==> src/rtl/hs_merge2.sv <==
module hs_merge2 (
  input  logic clk,
  input  logic rst_n,
  input  logic req_a,
  input  logic req_b,
  input  logic out_ack,
  output logic ack_a,
  output logic ack_b,
  output logic out_req,
  output logic excl_err
);

  logic idle;
  logic take_a;
  logic take_b;

  assign idle   = !ack_a && !ack_b && !out_req && !out_ack;
  assign take_a = idle && req_a && !req_b;
  assign take_b = idle && req_b && !req_a;

  always_ff @(posedge clk) begin
    if (!rst_n) begin
      ack_a    <= 1'b0;
      ack_b    <= 1'b0;
      out_req  <= 1'b0;
      excl_err <= 1'b0;
    end else begin
      ack_a    <= ack_a ? req_a : take_a;
      ack_b    <= ack_b ? req_b : take_b;
      out_req  <= out_req ? !out_ack : (take_a || take_b);
      excl_err <= excl_err || (req_a && req_b);
    end
  end

  a_r2_grant_a: assert property (@(posedge clk) disable iff (!rst_n)
    (!ack_a && !ack_b && !out_req && !out_ack && req_a && !req_b) |=> (ack_a && out_req));
  a_r2_grant_b: assert property (@(posedge clk) disable iff (!rst_n)
    (!ack_a && !ack_b && !out_req && !out_ack && req_b && !req_a) |=> (ack_b && out_req));
  a_r3_release: assert property (@(posedge clk) disable iff (!rst_n)
    (out_req && out_ack) |=> !out_req);
  a_r3_hold: assert property (@(posedge clk) disable iff (!rst_n)
    (out_req && !out_ack) |=> out_req);
  a_r4_hold_a: assert property (@(posedge clk) disable iff (!rst_n)
    (ack_a && req_a) |=> ack_a);
  a_r4_drop_a: assert property (@(posedge clk) disable iff (!rst_n)
    (ack_a && !req_a) |=> !ack_a);
  a_r4_drop_b: assert property (@(posedge clk) disable iff (!rst_n)
    (ack_b && !req_b) |=> !ack_b);
  a_r5_wait_a: assert property (@(posedge clk) disable iff (!rst_n)
    (!ack_a && (out_req || out_ack || ack_b)) |=> !ack_a);
  a_r5_wait_b: assert property (@(posedge clk) disable iff (!rst_n)
    (!ack_b && (out_req || out_ack || ack_a)) |=> !ack_b);
  a_r7_excl: assert property (@(posedge clk) disable iff (!rst_n)
    !(ack_a && ack_b));
  a_r8_flag: assert property (@(posedge clk) disable iff (!rst_n)
    (req_a && req_b) |=> excl_err);
  a_r8_sticky: assert property (@(posedge clk) disable iff (!rst_n)
    excl_err |=> excl_err);

endmodule

==> config.mk <==
export PLATFORM = sky130hd
export DESIGN_NAME = hs_merge2
export DESIGN_NICKNAME = d
export VERILOG_FILES = /design/src/rtl/hs_merge2.sv
export SDC_FILE = /design/constraint.sdc
export NUM_CORES = 1
export LEC_CHECK = 0
export BUFFER_PORTS_ARGS = -buffer_cell sky130_fd_sc_hd__buf_2
export CAP_MARGIN = 0
export CORE_AREA = 3 3 40 42
export DETAILED_ROUTE_END_ITERATION = 6
export DIE_AREA = 0 0 43 45
export PLACE_DENSITY = 0.36
export REMOVE_ABC_BUFFERS = 1
export SYNTH_ARGS = -nofsm -noshare
export SYNTH_HDL_FRONTEND = slang
export SYNTH_SLANG_ARGS = --single-unit
==> constraint.sdc <==
create_clock -name clk -period 0.9 [get_ports clk]
set_input_delay 0.135 -clock clk [delete_from_list [all_inputs] [get_ports clk]]
set_output_delay 0.135 -clock clk [all_outputs]
set_load 0.01 [all_outputs]
==> flow_summary.json <==
{
  "status": "finished, violations left",
  "violations": "negative setup slack",
  "grt_pass1_vias": 206,
  "cts_buffers": 3,
  "htreeDepth": 1,
  "yosysWarningCount": 0,
  "r2r-end": "out_req",
  "hold_viol_final": 0,
  "crit_type": "reg2out",
  "crit_start": "out_req",
  "crit_path_max_incr_delay_ps": 430,
  "drcViolationCount": 0,
  "cts_tree": "built",
  "antenna_found_initial": 0,
  "max_cap_violations": 0,
  "clk_pin_slew_ps": 40,
  "vias": 180,
  "track_usage_pct": 7.17,
  "reg2reg_from": "ack_a",
  "slowest_stage": "dfxtp_1",
  "dpl_cell_area_um2": 244,
  "num_rows": 13,
  "synth-edff-count": 0,
  "drive_gt1_share_pct": 62.1,
  "dieArea_um2": 1940,
  "syn_avg_cell_area_um2": 11.1,
  "worstSetupStartpointType": "register",
  "cts_setup_buffers": 0,
  "cp-end-kind": "output port",
  "crit_family": "flip-flops",
  "cp_data_arrival_time_ps": 850,
  "synth_cells": 14,
  "wl_um": 502,
  "grt_start_max_net_pins": 5,
  "viasPerCell": 4.09,
  "cts_sinks": 4,
  "synth_top_cell_area_share_pct": 51.6,
  "yosysTopAreaCell": "dfxtp_1",
  "fin_skew_ps": 7.78,
  "p_per_area_nw_per_um2": 1690,
  "relSlewSlack_pct": 85.7,
  "synth.most_common_cell": "dfxtp_1",
  "globalRouteOverflowTotal": 0,
  "hpwl_um": 319,
  "design_area_um2": 305,
  "cp.required_ps": 760,
  "num_antenna_cells": 0,
  "synthArstFlopShare_pct": 0,
  "hold_class": "in2reg",
  "reg2reg_depth": 2,
  "setup_slack_ps": -84.4,
  "path_max_fanout": 4,
  "synthDistinctLibCells": 9,
  "clock_latency_ps": 250,
  "synthFlopType": "dfxtp_1",
  "rrSetupSlack_ps": -60,
  "port_buffers": 8,
  "root_buffer": "clkbuf_4",
  "period_share_pct": 109,
  "critical_path_depth": 1,
  "path_cells": "buf_2",
  "routabilityCongestion": 0.686,
  "tns_ps": -185,
  "dieHeight_um": 45,
  "peakVddDrop_mv": 0.436,
  "syn_area_um2": 155,
  "worst-path-buf-inv": 1,
  "coreArea_um2": 1280,
  "final_cells": 44,
  "start_util_pct": 12.1,
  "nNetsFinal": 36,
  "p_leak_uw": 0.000151,
  "utilization_pct": 23.8,
  "clockBufferDepth": 2,
  "area_growth_pct": 96.8,
  "antenna_left": 0,
  "post-place-ws_ps": -83.5,
  "grt_pass1_wl_um": 869,
  "worst_slew_pin_slew_ps": 214,
  "finalSetupViolations": 4,
  "synthTopCellsByCount": "dfxtp_1 (4), nor4_1 (2), o211a_1 (2)",
  "worstSetupEndpoint": "out_req",
  "synth_area_leaders": "dfxtp_1 (52%), o211a_1 (13%), nor4_1 (8.1%)",
  "yosysSeqAreaShare_pct": 51.6,
  "slew_viol_final": 0,
  "ys_ff_latch": 4,
  "routedWlPerCell_um": 11.4,
  "fp.dieW_um": 43,
  "fmax_mhz": 1020,
  "rsz0062_at_grt": "true",
  "dp_cells": 41,
  "drtIter0Drc": 7,
  "period_needed_ps": 984,
  "dr.pass1.iters": 4,
  "io_pins": 9
}
[state kept, by name, summed over array words and instances (netlist names)]
signal    flops
out_req       1
excl_err      1
ack_b         1
ack_a         1
[per-layer routing]
layer | wire length [µm] | GRT usage, % | part of all wire (%)
met2 | 155 | 8.08 | 31
met4 | 10 | 5.42 | 2.0
met5 | 0 | 0 | 0
met1 | 236 | 6.76 | 47
met3 | 100 | 8.76 | 20
[layout by cell type, fill, tap and decap left out, drive strengths merged]
cell type,count
buf,12
dfxtp,4
clkbuf,3
o211a,2
nor4,2
xnor2,1
or4b,1
nand3b,1
o21ai,1
a21oi,1
nor2b,1
[worst min path at each step]
stage,start,endpoint,slack (ps),cells after the start
after floorplan,rst_n,excl_err,260,1
after global placement,req_a,ack_a,420,2
after detailed placement,req_a,ack_a,430,2
after CTS,req_b,ack_b,170,2
after global routing,req_b,ack_b,180,2
final,out_ack,out_req,170,3
[report_power, final]
group | internal, µW | switching [µW] | leakage [µW]
logic | 45.2 | 35.3 | 0.000104
registers | 188 | 8.66 | 0.0000333
clock network | 150 | 87.8 | 0.0000138
total | 384 | 132 | 0.000151
[repair_timing]
item / in CTS / in global routing
hold buffers: 0 / 0
hold endpoints to repair: 0 / 0
pin swaps: 4 / 3
endpoints found under the setup margin: 5 / 6
gates resized for setup: 6 / 1
[cells by family after synthesis]
| kind of cell | after synthesis | synth area share, % |
|---|---|---|
| simple gates | 5 | 23.4 |
| compound gates | 4 | 19.3 |
| flops | 4 | 51.6 |
| xor+xnor | 1 | 5.65 |
[area by class of cell]
type	instances	area (µm²)
tap	15	18.8
sequential	4	81.3
multi-input combinational	10	96.3
fill	141	980
timing repair buffer	12	86.3
clock buffer	3	22.5
[stage by stage]
stage | hold slack (ps) | power [µW]
2_1_floorplan | 263 | 221
3_3_place_gp | 422 | 262
3_5_place_dp | 427 | 261
4_1_cts | 167 | 515
5_1_grt | 181 | 559
6_report | 171 | 515
(Power assumes the default switching activity.)
